## src/rtl/mapper_pkg.sv

```systemverilog
package mapper_pkg;

    typedef enum logic [1:0] {
        SEL_CTRL = 2'd0,
        SEL_CHR0 = 2'd1,
        SEL_CHR1 = 2'd2,
        SEL_PRG  = 2'd3
    } reg_sel_e;

    typedef enum logic [1:0] {
        MIR_ONE_LO = 2'd0,
        MIR_ONE_HI = 2'd1,
        MIR_VERT   = 2'd2,
        MIR_HORZ   = 2'd3
    } mirror_e;

    localparam int REG_W = 5;
    localparam logic [REG_W-1:0] CTRL_RESET = 5'b01100;

    typedef struct packed {
        logic [REG_W-1:0] sr;
        logic [2:0]       cnt;
        logic [REG_W-1:0] ctrl;
        logic [REG_W-1:0] chr0;
        logic [REG_W-1:0] chr1;
        logic [REG_W-1:0] prg;
    } ldr_state_t;

endpackage

```

## src/rtl/mapper_loader.sv

```systemverilog
module mapper_loader
    import mapper_pkg::*;
(
    input  logic             clk,
    input  logic             rst_n,
    input  logic             wr_en,
    input  logic [1:0]       wr_sel,
    input  logic [7:0]       wr_data,
    output logic [REG_W-1:0] ctrl_o,
    output logic [REG_W-1:0] chr0_o,
    output logic [REG_W-1:0] chr1_o,
    output logic [REG_W-1:0] prg_o
);
    localparam logic [2:0] LAST_CNT = 3'(REG_W - 1);

    ldr_state_t       st_d, st_q;
    logic [REG_W-1:0] full_d;

    always_comb begin
        st_d   = st_q;
        full_d = {wr_data[0], st_q.sr[REG_W-1:1]};
        if (wr_en) begin
            if (wr_data[7]) begin
                st_d.sr        = '0;
                st_d.cnt       = '0;
                st_d.ctrl[3:2] = 2'b11;
            end else if (st_q.cnt == LAST_CNT) begin
                unique case (reg_sel_e'(wr_sel))
                    SEL_CTRL: st_d.ctrl = full_d;
                    SEL_CHR0: st_d.chr0 = full_d;
                    SEL_CHR1: st_d.chr1 = full_d;
                    SEL_PRG:  st_d.prg  = full_d;
                    default:  st_d.prg  = full_d;
                endcase
                st_d.sr  = '0;
                st_d.cnt = '0;
            end else begin
                st_d.sr  = full_d;
                st_d.cnt = st_q.cnt + 3'd1;
            end
        end
    end

    always_ff @(posedge clk) begin
        if (!rst_n) begin
            st_q      <= '0;
            st_q.ctrl <= CTRL_RESET;
        end else begin
            st_q <= st_d;
        end
    end

    assign ctrl_o = st_q.ctrl;
    assign chr0_o = st_q.chr0;
    assign chr1_o = st_q.chr1;
    assign prg_o  = st_q.prg;


    cnt_range_chk: assert property (@(posedge clk) disable iff (!rst_n)
        st_q.cnt <= LAST_CNT);


    commit_clear_chk: assert property (@(posedge clk) disable iff (!rst_n)
        (wr_en && !wr_data[7] && st_q.cnt == LAST_CNT) |=> (st_q.cnt == 3'd0));


    reset_write_chk: assert property (@(posedge clk) disable iff (!rst_n)
        (wr_en && wr_data[7]) |=> (st_q.ctrl[3:2] == 2'b11 && st_q.cnt == 3'd0));

endmodule

```

## src/rtl/mapper_prg_map.sv

```systemverilog
module mapper_prg_map #(
    parameter int PBW = 4
) (
    input  logic [1:0]     prg_mode,
    input  logic [PBW-1:0] prg_sel,
    input  logic           cpu_a14,
    output logic [PBW-1:0] bank_o
);
    localparam logic [PBW-1:0] LAST_BANK = '1;

    logic [PBW-1:0] wide_bank;

    generate
        if (PBW == 1) begin : g_one
            assign wide_bank = cpu_a14;
        end else begin : g_many
            assign wide_bank = {prg_sel[PBW-1:1], cpu_a14};
        end
    endgenerate

    always_comb begin
        unique case (prg_mode)
            2'd2:    bank_o = cpu_a14 ? prg_sel : '0;
            2'd3:    bank_o = cpu_a14 ? LAST_BANK : prg_sel;
            default: bank_o = wide_bank;
        endcase
    end

endmodule

```

## src/rtl/mapper_ppu_map.sv

```systemverilog
module mapper_ppu_map
    import mapper_pkg::*;
(
    input  logic             chr_mode4k,
    input  logic [1:0]       mirror,
    input  logic [REG_W-1:0] chr0,
    input  logic [REG_W-1:0] chr1,
    input  logic [13:0]      ppu_addr,
    output logic             chr_a12_o,
    output logic             ram_dis_o,
    output logic             ciram_a10_o
);
    logic [REG_W-1:0] sel_reg;

    always_comb begin
        sel_reg = (chr_mode4k && ppu_addr[12]) ? chr1 : chr0;
        chr_a12_o = chr_mode4k ? sel_reg[0] : ppu_addr[12];
        ram_dis_o = sel_reg[REG_W-1];
        unique case (mirror_e'(mirror))
            MIR_ONE_LO: ciram_a10_o = 1'b0;
            MIR_ONE_HI: ciram_a10_o = 1'b1;
            MIR_VERT:   ciram_a10_o = ppu_addr[10];
            MIR_HORZ:   ciram_a10_o = ppu_addr[11];
            default:    ciram_a10_o = 1'b0;
        endcase
    end

endmodule

```

## src/rtl/cart_bank_mapper.sv

```systemverilog
module cart_bank_mapper
    import mapper_pkg::*;
#(
    parameter int PRG_KB = 256,
    parameter int PBW    = $clog2(PRG_KB / 16)
) (
    input  logic           clk,
    input  logic           rst_n,
    input  logic [15:0]    cpu_addr,
    input  logic [7:0]     cpu_data,
    input  logic           cpu_wr,
    input  logic [13:0]    ppu_addr,
    output logic [PBW-1:0] prg_bank,
    output logic           rom_oe,
    output logic           wram_en,
    output logic           chr_a12,
    output logic           ciram_a10
);
    logic [REG_W-1:0] ctrl_q, chr0_q, chr1_q, prg_q;
    logic             ram_dis;
    logic             in_wram;

    mapper_loader u_loader (
        .clk     (clk),
        .rst_n   (rst_n),
        .wr_en   (cpu_wr && cpu_addr[15]),
        .wr_sel  (cpu_addr[14:13]),
        .wr_data (cpu_data),
        .ctrl_o  (ctrl_q),
        .chr0_o  (chr0_q),
        .chr1_o  (chr1_q),
        .prg_o   (prg_q)
    );

    mapper_prg_map #(.PBW(PBW)) u_prg (
        .prg_mode (ctrl_q[3:2]),
        .prg_sel  (prg_q[PBW-1:0]),
        .cpu_a14  (cpu_addr[14]),
        .bank_o   (prg_bank)
    );

    mapper_ppu_map u_ppu (
        .chr_mode4k  (ctrl_q[4]),
        .mirror      (ctrl_q[1:0]),
        .chr0        (chr0_q),
        .chr1        (chr1_q),
        .ppu_addr    (ppu_addr),
        .chr_a12_o   (chr_a12),
        .ram_dis_o   (ram_dis),
        .ciram_a10_o (ciram_a10)
    );

    assign in_wram = (cpu_addr[15:13] == 3'b011);
    assign wram_en = in_wram && !prg_q[REG_W-1] && !ram_dis;
    assign rom_oe  = cpu_addr[15] && !cpu_wr;


    wram_gate_chk: assert property (@(posedge clk) disable iff (!rst_n)
        wram_en |-> (!prg_q[REG_W-1] && cpu_addr[15:13] == 3'b011));


    fixed_last_chk: assert property (@(posedge clk) disable iff (!rst_n)
        (ctrl_q[3:2] == 2'b11 && cpu_addr[14]) |-> (prg_bank == '1));


    low_write_chk: assert property (@(posedge clk) disable iff (!rst_n)
        (cpu_wr && !cpu_addr[15]) |=>
            ($stable(ctrl_q) && $stable(chr0_q) && $stable(chr1_q) && $stable(prg_q)));

endmodule

```

## config.mk

```make
export PLATFORM = sky130hd
export DESIGN_NAME = cart_bank_mapper
export DESIGN_NICKNAME = d
export VERILOG_FILES = /design/src/rtl/mapper_pkg.sv /design/src/rtl/mapper_loader.sv /design/src/rtl/mapper_prg_map.sv /design/src/rtl/mapper_ppu_map.sv /design/src/rtl/cart_bank_mapper.sv
export SDC_FILE = /design/constraint.sdc
export NUM_CORES = 1
export LEC_CHECK = 0
export ABC_AREA = 0
export BUFFER_PORTS_ARGS = -buffer_cell sky130_fd_sc_hd__buf_2
export CAP_MARGIN = 10
export CELL_PAD_IN_SITES_DETAIL_PLACEMENT = 0
export CELL_PAD_IN_SITES_GLOBAL_PLACEMENT = 1
export CORE_MARGIN = 2
export CORE_UTILIZATION = 35
export DETAILED_ROUTE_END_ITERATION = 8
export GPL_ROUTABILITY_DRIVEN = 0
export PLACE_DENSITY_LB_ADDON = 0.1
export SKIP_CTS_REPAIR_TIMING = 1
export SLEW_MARGIN = 20
export SYNTH_ARGS = -nofsm -noshare
export SYNTH_HDL_FRONTEND = slang
export SYNTH_SLANG_ARGS = --single-unit
export TNS_END_PERCENT = 100
```

## constraint.sdc

```tcl
create_clock -name clk -period 2.92 [get_ports clk]
set_clock_uncertainty 0.2 [all_clocks]
set_input_delay 0.438 -clock clk [delete_from_list [all_inputs] [get_ports clk]]
set_output_delay 0.438 -clock clk [all_outputs]
set_load 0.01 [all_outputs]
```

# ---- Word-level counts from Yosys, hierarchy flattened
# Index checks and enable logic that the tools add are counted.
dict set report totals {
  reg_bits 28
  input_bits 41
  output_inout_bits 8
  word_cells 50
}
dict set report classes {
  addsub 1
  n_eq_ne 10
  muxes 14
  bitwise_logic 1
  reduce_logical 17
}
# op n
set op_table {}
lappend op_table {{$mux W5} 4}
lappend op_table {{$mux W19} 1}
lappend op_table {{$mux W8} 2}
lappend op_table {{$reduce_and A4 Y1} 4}
lappend op_table {{$eq A2 B2 Y1 const B} 6}
lappend op_table {{$mux W4} 3}
lappend op_table {{$pmux W4 S2} 1}
lappend op_table {{$logic_and A1 B1 Y1} 5}
lappend op_table {{$eq A2 B1 Y1 const B} 2}
lappend op_table {{$logic_not A2 Y1} 2}
lappend op_table {{$pmux W1 S4} 1}
lappend op_table {{$reduce_bool A2 Y1} 2}
lappend op_table {{$add A3 B1 Y3 const B} 1}
lappend op_table {{$eq A3 B2 Y1 const B} 1}
lappend op_table {{$eq A3 B3 Y1 const B} 1}
lappend op_table {{$logic_not A1 Y1} 3}
lappend op_table {{$reduce_and A3 Y1} 1}
lappend op_table {{$mux W2} 1}
lappend op_table {{$mux W1} 1}
lappend op_table {{$not A1 Y1} 1}

# ---- Depth between registers and ports, before layout
dict set report depth {
  ltp_word 4
  depth_mapped 5
  mapped_depth_nobuf 5
}

# ---- Hierarchy
# Synthesis repeated with hierarchy kept, for this count alone.
dict set report hier_totals {
  cells_unflattened 157
  area_unflattened_um2 1430.1
}
# mod instances cells_each area_each_um2
set modules_own_cells {}
lappend modules_own_cells {mapper_loader 1 132 1263.7}
lappend modules_own_cells {mapper_prg_map 1 14 88.8}
lappend modules_own_cells {mapper_ppu_map 1 7 48.8}
lappend modules_own_cells {cart_bank_mapper 1 4 28.8}

# ---- Worst setup path before layout
# OpenSTA, ideal clock, no wires.
dict set report synth_path {
  path_type {input port to output port}
  start {input port ppu_addr[12]}
  end {output port wram_en}
  arrival_ns 1.175
  required_time_ns 2.282
  path_slack_ns 1.107
  stages 3
  cell_sequence {nand2_1 -> mux2_1 -> nor4_1}
}
dict set report synth_between {
  elab_chain_len 4
}
# item line_no
set synth_lines {}
lappend synth_lines {{start, declared} cart_bank_mapper.sv:12} ;# input logic [13:0] ppu_addr,
lappend synth_lines {{$logic_and A1 B1 Y1} mapper_ppu_map.sv:16} ;# sel_reg = (chr_mode4k && ppu_addr[12]) ? chr1 : chr0;
lappend synth_lines {{$mux W5} mapper_ppu_map.sv:16}
lappend synth_lines {{$logic_not A1 Y1} cart_bank_mapper.sv:54} ;# assign wram_en = in_wram && !prg_q[REG_W-1] && !ram_dis;
lappend synth_lines {{$logic_and A1 B1 Y1} cart_bank_mapper.sv:54}
lappend synth_lines {{end, declared} cart_bank_mapper.sv:15} ;# output logic wram_en,
# Every way passes these cells.

# ---- Final worst setup path
dict set report layout_path {
  start {register u_loader.st_q (netlist bit u_loader.ctrl_o[4])}
  end {output port wram_en}
}
dict set report layout_between {
  elab_chain_len 4
}
# item line_no
set layout_lines {}
lappend layout_lines {{start, declared} mapper_loader.sv:16} ;# ldr_state_t st_d, st_q;
lappend layout_lines {{start signal, assigned} mapper_loader.sv:49} ;# st_q <= st_d;
lappend layout_lines {{$logic_and A1 B1 Y1} mapper_ppu_map.sv:16}
lappend layout_lines {{$mux W5} mapper_ppu_map.sv:16}
lappend layout_lines {{$logic_not A1 Y1} cart_bank_mapper.sv:54}
lappend layout_lines {{$logic_and A1 B1 Y1} cart_bank_mapper.sv:54}
# Every way passes these cells.

==> impl_results.md <==
- Drt first-iter violations: 34
- RSZ-0062 raised after global routing: false
- Width of the die: 59.61 µm
- Nets: 192
- Post-synth top cells: 27 x nand2_1, 21 x dfxtp_1, 18 x a21oi_1
- Die ar.: 0.003553 mm²
- Starting Density: 36.04%
- Cell with the most instances after synthesis: nand2_1
- Worst-margin pin slew: 0.4098 ns
- Routed via count: 908
- Synth top area share: 38.84%
- DP HPWL: 1.801 mm
- CTS root buf: clkbuf_4
- Highest ir drop seen on vdd: 0.0001556 V
- Slew Limit Fails: 0
- Number of diodes: 0
- Register bit count reported by yosys: 21
- Max-cap violation count: 0
- Synthesized cell area: 0.001082 mm²
- PwrDens: 393.6 mW/mm²
- Routed len/inst: 12.75 µm
- Power Total: 478.6 µW
- CP max FO: 3
- Crit path launch type: register
- Total I/O pin count: 49
- CTS clk-pin slew, worst paths: 0.11 ns
- First-pass GRT wire length: 3.981 mm
- Die Y: 59.61 µm
- Core footprint: 0.003003 mm²
- Mean post-synth cell area: 8.325 µm²
- Post-synth cell types: 35
- Final setup fails: 0
- CTS tree: built
- Synth warn: 0
- TritonCTS Buffers: 3
- GRT overflow: 0
- Clk buf depth: 2
- Vias/cell: 5.017
- Initial antenna violation count: 0
- Slew margin rel.: 72.50%
- CTS sink count: 21
- Share of flip-flops with an asynchronous set or reset: 0%
- WP data required: 2.28 ns
- Min-delay worst type: in -> reg
- Crit share post-route: 70.30%
- Routed WL: 2.307 mm
- Cells after Synth: 130
- Top FF cell, synth: dfxtp_1
- Number of global-route vias before repair: 862
- Largest net degree at the start of global routing: 20
- CP Data Arrival Time: 1.41 ns
- Min cycle time layout: 2.053 ns
- Post-synth net total: 173
- Crit path kind: reg -> out
- Final ANT Viol Nets: 0
- Share of cells above drive strength 1: 17.57%
- H-tree Lvls: 1
- DRC violations left: 0
- Status: completed
- Area Growth Syn to Fin: 12.37%
- Largest cells by area after synthesis: dfxtp_1 39%, nand2_1 9.4%, mux2i_1 9.2%
- Cell taking the most area after synthesis: dfxtp_1
- Leak: 0.0004809 µW
- Fmax: 0.4871 GHz
- Crit. End Element: output port
- Register area share after synthesis: 38.84%
- Number of port buffers: 18
- Worst-Skew Late Latency: 0.29 ns
- GRT Resource Usage Total: 15.00%
- Row count: 20
- Setup TNS Final: 0 ns
- DR pass1 iterations: 4
- Final Hold Fails: 0
- Post-synth EDFFs: 0
[cells by family after synthesis]
group / Yosys count / synth area share (%)
and+or+nand+nor: 61 / 31.33
AOI/OAI and AO/OA: 24 / 11.68
buffers and inverters: 9 / 3.931
adders and majority gates: 2 / 2.312
xor gates and xnor gates: 2 / 1.619
DFF: 21 / 38.84
muxes: 11 / 10.29
[through the flow]
stage / util [%] / instance area, µm² / std cells / worst slack [ns] / hold slack (ns)
4_1_cts: 40.50 / 1216 / 181 / 0.8322 / 0.2172
3_3_place_gp: 39.63 / 1190 / 177 / 0.9920 / 0.2464
3_5_place_dp: 39.63 / 1190 / 177 / 0.9560 / 0.2578
6_report: 40.50 / 1216 / 181 / 0.8671 / 0.2197
2_1_floorplan: - / 1082 / 130 / 1.107 / 0.2323
5_1_grt: 40.50 / 1216 / 181 / 0.7406 / 0.2276
[worst max-delay path, cell delays in order (launching register included)]
cell	delay, ns
dfxtp_1	0.37
nand2_1	0.09
mux2_1	0.31
nor4_1	0.18
buf_2	0.18
[report_power, final]
group	switching (µW)	internal [µW]
Clock	82.1	53.1
Combinational	33.4	19.4
Sequential	2.12	288
Total	118	361
[layer usage]
| layer | share of wire, % | up-vias | global-route usage [%] | routed length, µm |
|---|---|---|---|---|
| met2 | 44 | 21 | 23.23 | 1019 |
| met1 | 51 | 405 | 21.02 | 1173 |
| met3 | 4.1 | 2 | 2.183 | 94 |
| li1 | - | 480 | - | - |
| met4 | 0.82 | 0 | 5.714 | 19 |
| met5 | 0 | - | 0 | 0 |
[state kept, by name (all words and copies together), names as in the netlist]
| name | cells |
|---|---|
| u_loader.full_d | 4 |
| u_loader.chr0_o | 2 |
| u_loader.st_q | 3 |
| u_loader.prg_o | 5 |
| u_loader.ctrl_o | 5 |
| u_loader.chr1_o | 2 |
[cell usage in the layout (no fill, tap or decap), drive strengths merged, types with 2 or more instances in the layout]
cell type	Yosys	layout
inv	5	5
nand2	28	28
nor2b	2	2
and2	2	2
a21oi	18	18
nor4	2	2
nand2b	2	2
mux2i	10	10
nand3b	2	2
ha	2	2
o21ai	3	3
o31ai	2	2
nand4	2	2
clkbuf	2	4
buf	2	18
nor2	11	11
nor3	5	5
dfxtp	21	21
[cell type report]
cell class | instances | area (µm²)
timing repair buffer | 18 | 90.09
clock buffer | 4 | 26.28
tap | 33 | 41.29
inverter | 5 | 18.77
fill | 325 | 1787
sequential | 21 | 420.4
multi-input combinational | 100 | 619.3
[worst paths after layout]
check        cells past startpoint                 end  slack, ns               start
max                              4             wram_en       0.87  u_loader.ctrl_o[4]
min                              3  u_loader.full_d[3]       0.22         cpu_data[0]
max reg2reg                      5   u_loader.prg_o[1]       1.19   u_loader.st_q[20]
min reg2reg                      2   u_loader.prg_o[4]       0.27   u_loader.prg_o[4]
Note: power is estimated with default switching activity, not from simulation.
